`config.mk`:
```
export PLATFORM = sky130hd
export DESIGN_NAME = ocp_fault_supervisor
export DESIGN_NICKNAME = d
export VERILOG_FILES = /design/src/rtl/ocp_pkg.sv /design/src/rtl/ocp_sync.sv /design/src/rtl/ocp_chan.sv /design/src/rtl/ocp_fault_supervisor.sv
export SDC_FILE = /design/constraint.sdc
export NUM_CORES = 1
export LEC_CHECK = 0
export BUFFER_PORTS_ARGS = -buffer_cell sky130_fd_sc_hd__buf_2
export CAP_MARGIN = 20
export CORE_MARGIN = 1
export CORE_UTILIZATION = 52
export DETAILED_ROUTE_END_ITERATION = 10
export GPL_TIMING_DRIVEN = 1
export PLACE_DENSITY_LB_ADDON = 0.08
export SYNTH_ARGS = -nofsm -noshare
export SYNTH_HDL_FRONTEND = slang
export SYNTH_SLANG_ARGS = --single-unit
export TNS_END_PERCENT = 1
```
`constraint.sdc`:
```
create_clock -name clk_i -period 1.2 [get_ports clk_i]
set_input_delay 0.06 -clock clk_i [delete_from_list [all_inputs] [get_ports clk_i]]
set_output_delay 0.06 -clock clk_i [all_outputs]
set_load 0.01 [all_outputs]
```
`src/rtl/ocp_pkg.sv`:
```
package ocp_pkg;
  localparam int unsigned OCP_SYNC_STAGES = 2;

  typedef struct packed {
    logic lo;
    logic hi;
    logic pwm;
  } ocp_chan_in_t;
endpackage

```
`src/rtl/ocp_sync.sv`:
```
module ocp_sync #(
  parameter int unsigned W      = 1,
  parameter int unsigned STAGES = 2,
  parameter logic [W-1:0] RST_VAL = '0
) (
  input  logic         clk_i,
  input  logic         rst_ni,
  input  logic [W-1:0] d_i,
  output logic [W-1:0] q_o
);
  logic [W-1:0] stg_q [STAGES];

  always_ff @(posedge clk_i or negedge rst_ni) begin
    if (!rst_ni) begin
      for (int i = 0; i < STAGES; i++) stg_q[i] <= RST_VAL;
    end else begin
      stg_q[0] <= d_i;
      for (int i = 1; i < STAGES; i++) stg_q[i] <= stg_q[i-1];
    end
  end

  assign q_o = stg_q[STAGES-1];
endmodule

```
`src/rtl/ocp_chan.sv`:
```
module ocp_chan
  import ocp_pkg::*;
#(
  parameter int unsigned ACK_CYCLES = 16
) (
  input  logic         clk_i,
  input  logic         rst_ni,
  input  ocp_chan_in_t in_i,
  input  logic         pd_i,
  input  logic         off_i,
  output logic         err_no,
  output logic         en_o,
  output logic         lat_o,
  output logic         ack_o
);
  localparam int unsigned CW = $clog2(ACK_CYCLES + 1);
  localparam logic [CW-1:0] ACK_VAL = CW'(ACK_CYCLES);

  logic [CW-1:0] idle_q;
  logic          ack;
  logic          lat_q, lat_d;
  logic          err_nq, en_q;

  assign ack = (idle_q == ACK_VAL);

  // saturating count of consecutive cycles with PWM drive low
  always_ff @(posedge clk_i or negedge rst_ni) begin
    if (!rst_ni)      idle_q <= '0;
    else if (in_i.pwm) idle_q <= '0;
    else if (!ack)    idle_q <= idle_q + 1'b1;
  end

  // power-down wins; otherwise set wins over clear
  always_comb begin
    if (pd_i) lat_d = 1'b0;
    else      lat_d = in_i.hi | (lat_q & ~ack);
  end

  always_ff @(posedge clk_i or negedge rst_ni) begin
    if (!rst_ni) begin
      lat_q  <= 1'b0;
      err_nq <= 1'b1;
      en_q   <= 1'b0;
    end else begin
      lat_q  <= lat_d;
      err_nq <= ~(in_i.lo | lat_d);
      en_q   <= ~(lat_d | off_i);
    end
  end

  assign err_no = err_nq;
  assign en_o   = en_q;
  assign lat_o  = lat_q;
  assign ack_o  = ack;
endmodule

```
`src/rtl/ocp_fault_supervisor.sv`:
```
module ocp_fault_supervisor
  import ocp_pkg::*;
#(
  parameter int unsigned NUM_CH      = 4,
  parameter int unsigned ACK_CYCLES  = 16,
  parameter int unsigned SYNC_STAGES = OCP_SYNC_STAGES
) (
  input  logic              clk_i,
  input  logic              rst_ni,
  input  logic              pwr_dn_ni,
  input  logic [NUM_CH-1:0] oc_lo_i,
  input  logic [NUM_CH-1:0] oc_hi_i,
  input  logic [NUM_CH-1:0] pwm_act_i,
  input  logic              temp_warn_i,
  input  logic              temp_shut_i,
  input  logic              uv_i,
  output logic [NUM_CH-1:0] err_no,
  output logic [NUM_CH-1:0] out_en_o,
  output logic              temp_warn_no
);
  localparam int unsigned FW = 3*NUM_CH + 3;

  logic [FW-1:0]     flags_raw, flags_s;
  logic              pd_n_s;
  logic [NUM_CH-1:0] lo_s, hi_s, pwm_s, lat_q, ack;
  logic              uv_s, tshut_s, twarn_s;
  logic              pd_act, off_all;
  logic              warn_nq;

  assign flags_raw = {temp_warn_i, temp_shut_i, uv_i, pwm_act_i, oc_hi_i, oc_lo_i};

  ocp_sync #(.W(FW), .STAGES(SYNC_STAGES), .RST_VAL('0)) u_sync_flags (
    .clk_i(clk_i), .rst_ni(rst_ni), .d_i(flags_raw), .q_o(flags_s)
  );

  // power-down resets to the asserted level
  ocp_sync #(.W(1), .STAGES(SYNC_STAGES), .RST_VAL(1'b0)) u_sync_pd (
    .clk_i(clk_i), .rst_ni(rst_ni), .d_i(pwr_dn_ni), .q_o(pd_n_s)
  );

  assign lo_s    = flags_s[NUM_CH-1:0];
  assign hi_s    = flags_s[2*NUM_CH-1:NUM_CH];
  assign pwm_s   = flags_s[3*NUM_CH-1:2*NUM_CH];
  assign uv_s    = flags_s[3*NUM_CH];
  assign tshut_s = flags_s[3*NUM_CH+1];
  assign twarn_s = flags_s[3*NUM_CH+2];

  assign pd_act  = ~pd_n_s;
  assign off_all = pd_act | tshut_s | uv_s;

  for (genvar c = 0; c < NUM_CH; c++) begin : g_ch
    ocp_chan_in_t cin;
    assign cin.lo  = lo_s[c];
    assign cin.hi  = hi_s[c];
    assign cin.pwm = pwm_s[c];

    ocp_chan #(.ACK_CYCLES(ACK_CYCLES)) u_chan (
      .clk_i (clk_i),
      .rst_ni(rst_ni),
      .in_i  (cin),
      .pd_i  (pd_act),
      .off_i (off_all),
      .err_no(err_no[c]),
      .en_o  (out_en_o[c]),
      .lat_o (lat_q[c]),
      .ack_o (ack[c])
    );
  end

  always_ff @(posedge clk_i or negedge rst_ni) begin
    if (!rst_ni) warn_nq <= 1'b1;
    else         warn_nq <= ~twarn_s;
  end

  assign temp_warn_no = warn_nq;
endmodule

```
==> run_results.csv, run 1 <==
group,metric,value,unit
timing,hold_viol,0,
route,num_vias,1605,
yosys,synth.most_common_cell,"dfrtp_1",
route,met3_length,139,um
timing,final-max-slew-violation-count,0,
yosys,synth_top_area_cell,"dfrtp_1",
clocking,clk_pin_slew,0.06,ns
timing,setup_tns,-0.6553,ns
yosys,seq_area_frac_synth,0.6381,
place,post-place-ws,-0.1124,ns
floorplanning,core_area,0.004723,mm2
yosys,synthCells,190,
yosys,synth_area_per_cell,13.47,um2
critical_path,path_buf_inv,1,
clocking,clock-root-buffer,"clkbuf_8",
yosys,ys.warnings.count,0,
floorplanning,rows,25,
floorplanning,die_area,0.005205,mm2
final_layout,syn2layout_area_growth,35.70,%
route,wl,4522,um
final_layout,fin_area,0.003472,mm2
power_and_ir_drop,power_frac_comb,0.107,
clocking,cts_tree,"done",
timing,finalWorstSetupSlack,-0.1034,ns
clocking,cts_buffer_depth,2,
floorplanning,die_y,72.15,um
global_routing,grt_overflow,0,
timing,setup_violations,10,
clocking,cts_sinks,65,
job,max_cap_violations,0,
place,dpl.cell_count,299,
critical_path,cp.required,1.41,ns
yosys,syn_area,0.002559,mm2
status,violations,"setup timing",
timing,rsz0062_at_grt,"yes",
route,wl_met1,1910,um
power_and_ir_drop,internal_power,3.428,mW
power_and_ir_drop,p_leak,1.596,nW
yosys,synth_top_area_share,0.5868,
final_layout,fin_nets,293,
timing,max_freq,767.2,MHz
final_layout,fin_cells,339,
critical_path,max_stage_delay,0.39,ns
yosys,synth-async-reset-ratio,1.000,
global_routing,grt_max_degree,66,
floorplanning,die_x,72.15,um
timing,finalCriticalPeriod,1.303,ns
critical_path,crit_fanout,3,
floorplanning,boundaryPins,27,
route,first_pass_iters,4,
timing,period_share,1.086,
critical_path,slowest_stage,"dfrtp_1",
yosys,synth_common_cells,"dfrtp_1 (60), nor2_1 (13), nor2b_1 (12)",
timing,max_slew_margin,0.7813,
critical_path,path_class,"flop to flop",
power_and_ir_drop,pwr_density_cell,1282,mW/mm2
worst_hold_path,worstHoldPathType,"input pin to async pin",
power_and_ir_drop,p_sw_frac,0.2300,
critical_path,worstPathArrival,1.51,ns
critical_path,start_kind,"flop",
yosys,synth_ff_type,"dfrtp_1",
yosys,syn_nets,216,
yosys,synth_top_family_by_area,"simple AND/OR/NAND/NOR gates",
critical_path,crit_chain,"inv_1 -> ha_2 -> and4bb_4 -> mux2_4",
place,dpl_cell_area,0.002929,mm2
global_routing,grt_usage,0.1970,
route,vias_per_cell,4.735,
final_layout,utilization,0.7351,
place,gp_congestion,0.7838,
route,ant_nets,0,
global_routing,antenna_found_initial,0,
yosys,synth_fa_ha_area_frac,0.03912,
status,status,"complete, but fails checks",
timing,skew,0.006241,ns
critical_path,endpoint_kind,"flop",
timing,tightest_slew,0.3281,ns
yosys,synth_compound_area_frac,0.05037,
yosys,yosys.area_share.simple,0.1516,
route,drt_iter0_markers,87,
yosys,synth_mux_area_frac,0.06993,
place,port_buffers,26,
route,drcViolationCount,0,
clocking,cts.htree.levels,3,
global_routing,grt_pass1_vias,1683,
floorplanning,start_util,0.5417,
yosys,yosys_register_bits,65,
global_routing,grt_first_pass_wirelength,7424,um
yosys,netlist_top_cells_area,"dfrtp_1 (59%), dfstp_2 (5.1%), mux2_1 (4.8%)",
route,wl_met2,2342,um
critical_path,critical-path-top-delay-family,"flip-flops",
route,wl_per_cell,13.34,um
route,top_layer_used,"met4",
clocking,clkLatencyLatePin,0.33,ns
power_and_ir_drop,switchingPower,1.024,mW
final_layout,drive_gt1_frac,0.4375,
power_and_ir_drop,p_clk_frac,0.358,
clocking,cts_buffers,9,
place,post-dp-hpwl,2948,um
yosys,synth_cell_types,25,
final_layout,diodes,0,
yosys,synth-edff-count,0,
power_and_ir_drop,vdd_drop_max,1046,uV
yosys,synth_xor_area_frac,0.01027,
power_and_ir_drop,p_seq_frac,0.535,
[logic make-up after synthesis]
| kind of cell | after synthesis |
|---|---|
| mux | 16 |
| simple gates | 62 |
| buf+inv | 19 |
| fa+ha+maj | 8 |
| flops | 65 |
| xor+xnor | 3 |
| compound gates | 17 |
[stage by stage]
stage	hold slack [ns]	total power, mW
after floorplan	-0.2356	2.592
after global placement	0.09206	2.756
after detailed placement	0.09634	2.788
after CTS	0.2722	4.480
after global routing	0.3046	4.659
final	0.2725	4.453
[layout by cell type, fill, tap and decap left out, types with 2 or more instances in the layout]
cell type      netlist  layout
o21ai_1              4       3
nand3_2              0       6
nand2_1              8       8
nor2b_1             12      12
buf_6                0       3
clkbuf_1             0       2
xnor2_1              3       2
and4bb_4             4       4
inv_1                9       7
nor2_1              13      13
clkinv_2             0       3
dfrtp_1             60      60
ha_2                 0       4
nand2b_1             8       8
nor3_2               0       2
a21oi_1              4       4
nand3_1              8       2
ha_4                 0       4
o21a_1               4       4
a211oi_2             4       4
buf_2                2      26
dlygate4sd3_1        0      17
inv_2                0       2
dfstp_2              5       5
mux2_4               1      11
clkbuf_8             0      11
nand4bb_1            4       4
buf_4                8      29
mux2i_1              4       4
[worst paths after layout]
path | slack [ns] | from | end | cells after the start
worst max-delay path | -0.10 | g_ch[1].u_chan.idle_q[0] | g_ch[1].u_chan.idle_q[0] | 4
min in group clk_i | 0.35 | u_sync_flags.stg_q[19] | u_sync_flags.q_o[4] | 0
max in group asynchronous | 0.62 | rst_ni | temp_warn_no | 3
worst min-delay path | 0.27 | rst_ni | g_ch[3].u_chan.idle_q[2] | 3
worst min register to register | 0.35 | u_sync_flags.stg_q[19] | u_sync_flags.q_o[4] | 0
worst max register to register | -0.10 | g_ch[1].u_chan.idle_q[0] | g_ch[1].u_chan.idle_q[0] | 4
[metal layers]
layer | vias up | track usage
met5 | - | 0
met4 | 0 | 0.1307
met3 | 11 | 0.04444
met2 | 35 | 0.3281
met1 | 771 | 0.2288
li1 | 788 | -
[cell type report]
class                   count  area [um2]
repair buffers             76       571.8
clock buffers              13       158.9
well taps                  67       83.83
fillers                   304        1251
flip-flops and latches     65        1633
multi-input cells         106       975.9
clock inverters             3       15.01
inverters                   9       33.78
[state kept, by name, indices dropped and copies added, names as in the netlist]
register	count
u_sync_pd.stg_q	1
u_sync_flags.stg_q	15
g_ch.u_chan.en_o	4
g_ch.u_chan.err_no	4
g_ch.u_chan.idle_q	20
g_ch.u_chan.lat_o	4
u_sync_flags.q_o	15
temp_warn_no	1
u_sync_pd.q_o	1
[power by group through the flow]
| stage | Combinational [mW] | Sequential (mW) | Clock, mW |
|---|---|---|---|
| after floorplan | 0.177 | 2.42 | 0 |
| after global routing | 0.523 | 2.40 | 1.74 |
| after detailed placement | 0.366 | 2.42 | 0 |
| final | 0.476 | 2.38 | 1.59 |
| after global placement | 0.340 | 2.42 | 0 |
| after CTS | 0.451 | 2.38 | 1.65 |
[worst min-delay path, stage by stage]
cell and delay (ns):
dlygate4sd3_1 0.52, buf_2 0.12, buf_12 0.30
[repair_timing]
item	4_1_cts	5_1_grt
pin swaps	3	6
setup buffers	6	1
setup endpoints to repair	23	28
gates resized for setup	15	17
hold buffers	17	0
hold endpoints to repair	76	0
No activity file was read; power rests on OpenSTA's default activity.
==> inputs of run 2 (changes only) <==
GPL_TIMING_DRIVEN = 0   (was 1)
==> run_results.csv, run 2 (synthesis gave the netlist of run 1 again) <==
group,metric,value,unit
place,post-place-ws,-0.1608,ns
route,wl,4538,um
timing,rsz0062_at_grt,"yes",
route,num_vias,1642,
route,wl_per_cell,13.35,um
critical_path,worstPathArrival,1.56,ns
clocking,cts.htree.levels,3,
status,status,"complete, but fails checks",
final_layout,regMostFlops,"g_ch.u_chan.idle_q",
global_routing,grt_pass1_vias,1738,
timing,setup_tns,-1.083,ns
global_routing,use_met1,0.2140,
route,vias_per_cell,4.829,
final_layout,fin_nets,294,
clocking,cts_sinks,65,
floorplanning,boundaryPins,27,
final_layout,n_fill_cell,324,
route,drt_iter0_markers,87,
final_layout,syn2layout_area_growth,35.45,%
floorplanning,die_x,72.15,um
global_routing,grt_first_pass_wirelength,7500,um
clocking,cts_buffer_depth,2,
clocking,cts_tree,"done",
place,gp_congestion,0.7036,
final_layout,drive_gt1_frac,0.3956,
final_layout,largest_reg_flops,20,
timing,final-max-slew-violation-count,0,
clocking,clock-root-buffer,"clkbuf_8",
route,drcViolationCount,0,
global_routing,antenna_found_initial,0,
critical_path,crit_fanout,3,
status,violations,"setup timing",
floorplanning,rows,25,
critical_path,start_kind,"flop",
floorplanning,die_area,0.005205,mm2
route,first_pass_iters,4,
final_layout,final_common_cell,"dfrtp_1",
floorplanning,core_area,0.004723,mm2
timing,max_freq,747.8,MHz
power_and_ir_drop,power,4.834,mW
worst_hold_path,worstHoldPathType,"input pin to async pin",
critical_path,path_class,"flop to flop",
final_layout,diodes,0,
timing,setup_violations,18,
global_routing,grt_busiest_layer,"met2",
timing,max_slew_margin,0.6570,
floorplanning,die_y,72.15,um
job,max_cap_violations,0,
final_layout,layout_common_cells,"dfrtp_1 (60), buf_4 (28), buf_2 (27), dlygate4sd3_1 (17), nor2_1 (13)",
global_routing,grt_usage,0.1971,
global_routing,grt_use_met3,0.05417,
global_routing,grt_max_degree,38,
global_routing,grtUsageMet2,0.3468,
power_and_ir_drop,vdd_drop_max,998.4,uV
timing,finalWorstSetupSlack,-0.1372,ns
route,ant_nets,0,
critical_path,endpoint_kind,"flop",
clocking,clk_pin_slew,0.07,ns
timing,tightest_slew,0.5144,ns
critical_path,cp.required,1.42,ns
place,post-dp-hpwl,2663,um
timing,period_share,1.114,
global_routing,grt_overflow,0,
timing,hold_viol,0,
timing,skew,0.008840,ns
power_and_ir_drop,pwr_density_cell,1395,mW/mm2
clocking,clkLatencyLatePin,0.33,ns
timing,finalCriticalPeriod,1.337,ns
floorplanning,start_util,0.5417,
clocking,cts_buffers,9,
power_and_ir_drop,p_leak,1.601,nW
place,port_buffers,26,
timing,whs,0.2645,ns
run 2: cell types whose count changed in the layout (fill, tap and decap cells not counted), sizes merged:
cell    change
clkinv      -2
clkbuf      +1
bufinv      +2
run 2: worst max-delay path: stages, from the launching register on:
cell and delay [ns]:
dfrtp_1 0.41, inv_1 0.07, ha_2 0.17, and4bb_4 0.28, mux2_4 0.30
run 2: what timing repair did:
item	4_1_cts	5_1_grt
pin swaps	2	6
resized for setup	14	7
endpoints found under the hold margin	51	0
endpoints found under the setup margin	11	28
setup buffers	18	5
hold buffers	17	0
run 2: area by class of cell:
cell class                 count  area [um2]  share of cell area
clock inverter                 3       65.06             0.01877
multi-input combinational    106       924.6              0.2668
tap                           67       83.83             0.02419
timing repair buffer          67       506.7              0.1462
clock buffer                  13       148.9             0.04296
inverter                       9       33.78            0.009747
buffer                        10       70.07             0.02022
sequential                    65        1633              0.4711
run 2: routing by layer:
layer | routed length, um | up-vias | share of wire
li1 | - | 786 | -
met4 | 97 | 0 | 0.021
met1 | 1850 | 820 | 0.41
met3 | 126 | 9 | 0.028
met2 | 2464 | 27 | 0.54
met5 | 0 | - | 0
run 2: path summary, 6_finish.rpt:
kind	slack (ns)	depth (start not counted)	endpoint	from
worst max-delay path	-0.14	4	g_ch[2].u_chan.idle_q[0]	g_ch[2].u_chan.idle_q[1]
worst max register to register	-0.14	4	g_ch[2].u_chan.idle_q[0]	g_ch[2].u_chan.idle_q[1]
worst min register to register	0.35	0	u_sync_flags.q_o[13]	u_sync_flags.stg_q[28]
max in group asynchronous	0.33	3	g_ch[1].u_chan.err_no	rst_ni
min in group clk_i	0.35	0	u_sync_flags.q_o[13]	u_sync_flags.stg_q[28]
worst min-delay path	0.26	2	u_sync_flags.q_o[10]	rst_ni
run 2: through the flow:
stage	instance area [um2]	utilization	cells
floorplan	2577	-	190
global placement	2791	0.5910	283
detailed placement	2811	0.5952	284
CTS	3395	0.7187	335
global route	3466	0.7338	340
finish	3466	0.7338	340
run 2: report_power, final:
group / internal (mW) / total, mW / switching (mW)
Combinational: 0.258 / 0.456 / 0.199
Sequential: 2.31 / 2.39 / 0.0742
Clock: 1.23 / 1.99 / 0.763
Total: 3.80 / 4.83 / 1.04
==> inputs of run 3 (changes only) <==
CORE_UTILIZATION = 50   (was 52)
==> run_results.csv, run 3 (synthesis gave the netlist of run 1 again) <==
group,metric,value,unit
critical_path,cp.required,1.41,ns
critical_path,worstSetupEndpoint,"g_ch[0].u_chan.idle_q[0]",
floorplanning,core_area,0.004817,mm2
route,ant_nets,0,
clocking,cts_sinks,65,
final_layout,fin_nets,285,
final_layout,layout_common_cells,"dfrtp_1 (60), buf_2 (28), buf_4 (20), dlygate4sd3_1 (17), nor2_1 (13)",
timing,final-max-slew-violation-count,0,
final_layout,utilization,0.6990,
status,status,"complete, but fails checks",
floorplanning,boundaryPins,27,
power_and_ir_drop,vdd_drop_max,1024,uV
critical_path,slowest_stage,"dfrtp_1",
floorplanning,start_util,0.5312,
floorplanning,die_y,73.54,um
power_and_ir_drop,pwr_density_cell,1387,mW/mm2
final_layout,largest_reg_flops,20,
power_and_ir_drop,power,4.671,mW
global_routing,grt_first_pass_wirelength,7583,um
clocking,cts_buffers,9,
timing,period_share,1.103,
route,first_pass_iters,4,
global_routing,grt_overflow,0,
critical_path,rrSetupSlack,-0.12,ns
place,port_buffers,26,
power_and_ir_drop,internal_power,3.665,mW
critical_path,start_kind,"flop",
critical_path,crit_chain,"inv_1 -> ha_2 -> and4bb_4 -> mux2_4",
power_and_ir_drop,p_leak,1.541,nW
clocking,clkLatencyLatePin,0.33,ns
final_layout,diodes,0,
clocking,cts_tree,"done",
global_routing,grt_max_degree,39,
route,vias_per_cell,4.834,
route,wl,4535,um
route,drcViolationCount,0,
timing,hold_viol,0,
final_layout,final_common_cell,"dfrtp_1",
critical_path,reg2regPathDepth,4,
critical_path,crit_path_start,"g_ch[0].u_chan.idle_q[0]",
power_and_ir_drop,p_sw_frac,0.2153,
critical_path,max_stage_delay,0.39,ns
timing,setup_violations,15,
place,dpl_cell_area,0.002811,mm2
timing,finalCriticalPeriod,1.324,ns
final_layout,regMostFlops,"g_ch.u_chan.idle_q",
clocking,clock-root-buffer,"clkbuf_8",
power_and_ir_drop,p_clk_frac,0.401,
route,drt_iter0_markers,49,
final_layout,fin_area,0.003367,mm2
clocking,cts_buffer_depth,2,
final_layout,syn2layout_area_growth,31.59,%
critical_path,crit_fanout,2,
global_routing,grt_usage,0.1954,
critical_path,endpoint_kind,"flop",
job,max_cap_violations,0,
power_and_ir_drop,switchingPower,1.006,mW
route,wl_per_cell,13.70,um
final_layout,drive_gt1_frac,0.3712,
status,violations,"setup timing",
place,gp_congestion,0.7097,
critical_path,reg2reg_to,"g_ch[0].u_chan.idle_q[0]",
place,post-dp-hpwl,2762,um
floorplanning,die_x,73.54,um
worst_hold_path,worstHoldPathType,"input pin to async pin",
critical_path,path_class,"flop to flop",
floorplanning,rows,25,
critical_path,reg2reg_from,"g_ch[0].u_chan.idle_q[0]",
place,post-place-ws,-0.1750,ns
timing,max_slew_margin,0.5528,
global_routing,antenna_found_initial,0,
timing,max_freq,755.5,MHz
timing,skew,0.007734,ns
power_and_ir_drop,power_frac_comb,0.088,
floorplanning,die_area,0.005407,mm2
timing,finalWorstSetupSlack,-0.1236,ns
global_routing,grt_pass1_vias,1714,
clocking,clk_pin_slew,0.07,ns
timing,rsz0062_at_grt,"yes",
route,num_vias,1600,
critical_path,worstPathArrival,1.53,ns
clocking,cts.htree.levels,3,
power_and_ir_drop,p_seq_frac,0.511,
timing,tightest_slew,0.6709,ns
==> run 3: changes by cell type in the layout (fill, tap and decap cells not counted), sizes merged <==
cell    before  now
buf         59   51
bufinv       2    1
==> run 3: per-stage QoR <==
stage                     instances  hold slack [ns]  TNS (ns)
after floorplan                 190          -0.2356   -0.3510
after global placement          283           0.1676    -3.943
after detailed placement        284           0.1356   -0.8247
after CTS                       330           0.3192   -0.7368
after global routing            331           0.3581    -1.507
final                           331           0.3091   -0.7308
==> run 3: how the worst min path moves through the flow <==
stage,start,depth (start not counted),endpoint
4_1_cts,rst_ni,2,g_ch[3].u_chan.idle_q[3]
3_3_place_gp,pwm_act_i[2],1,u_sync_flags.stg_q[25]
2_1_floorplan,rst_ni,0,g_ch[0].u_chan.en_o
6_report,rst_ni,2,g_ch[3].u_chan.idle_q[0]
3_5_place_dp,rst_ni,1,g_ch[3].u_chan.idle_q[3]
5_1_grt,rst_ni,2,g_ch[3].u_chan.idle_q[3]
==> run 3: power groups by stage <==
| stage | registers (mW) | logic, mW | clock network, mW |
|---|---|---|---|
| 2_1_floorplan | 2.42 | 0.177 | 0 |
| 3_3_place_gp | 2.43 | 0.273 | 0 |
| 3_5_place_dp | 2.44 | 0.301 | 0 |
| 4_1_cts | 2.39 | 0.396 | 1.92 |
| 5_1_grt | 2.40 | 0.455 | 2.01 |
| 6_report | 2.39 | 0.409 | 1.87 |
==> run 3: critical path, delay by kind of cell (launching register included) <==
| family | cells | cell delay [ns] |
|---|---|---|
| adders and majority gates | 1 | 0.18 |
| muxes | 1 | 0.30 |
| DFF | 1 | 0.39 |
| buffers and inverters | 1 | 0.07 |
| and+or+nand+nor | 1 | 0.27 |
==> run 3: area by class of cell <==
cell class | instances | area (um2)
plain buffers | 10 | 70.07
clock buffers | 14 | 172.7
clock inverters | 2 | 35.03
fillers | 370 | 1450
inverters | 9 | 33.78
multi-input cells | 106 | 905.9
flip-flops and latches | 65 | 1633
well taps | 67 | 83.83
repair buffers | 58 | 432.9
==> run 3: layer usage <==
layer	global-route usage	wire length, um	vias up	part of all wire
li1	-	-	769	-
met1	0.2138	1832	800	0.40
met2	0.3507	2532	25	0.56
met3	0.04527	109	6	0.024
met4	0.1026	61	0	0.013
met5	0	0	-	0
==> run 3: timing repair <==
item | 4_1_cts | 5_1_grt
pin swaps | 1 | 10
hold buffers | 17 | 0
endpoints found under the hold margin | 42 | 0
setup endpoints to repair | 9 | 24
gates resized for setup | 13 | 4
buffers inserted | 13 | 1
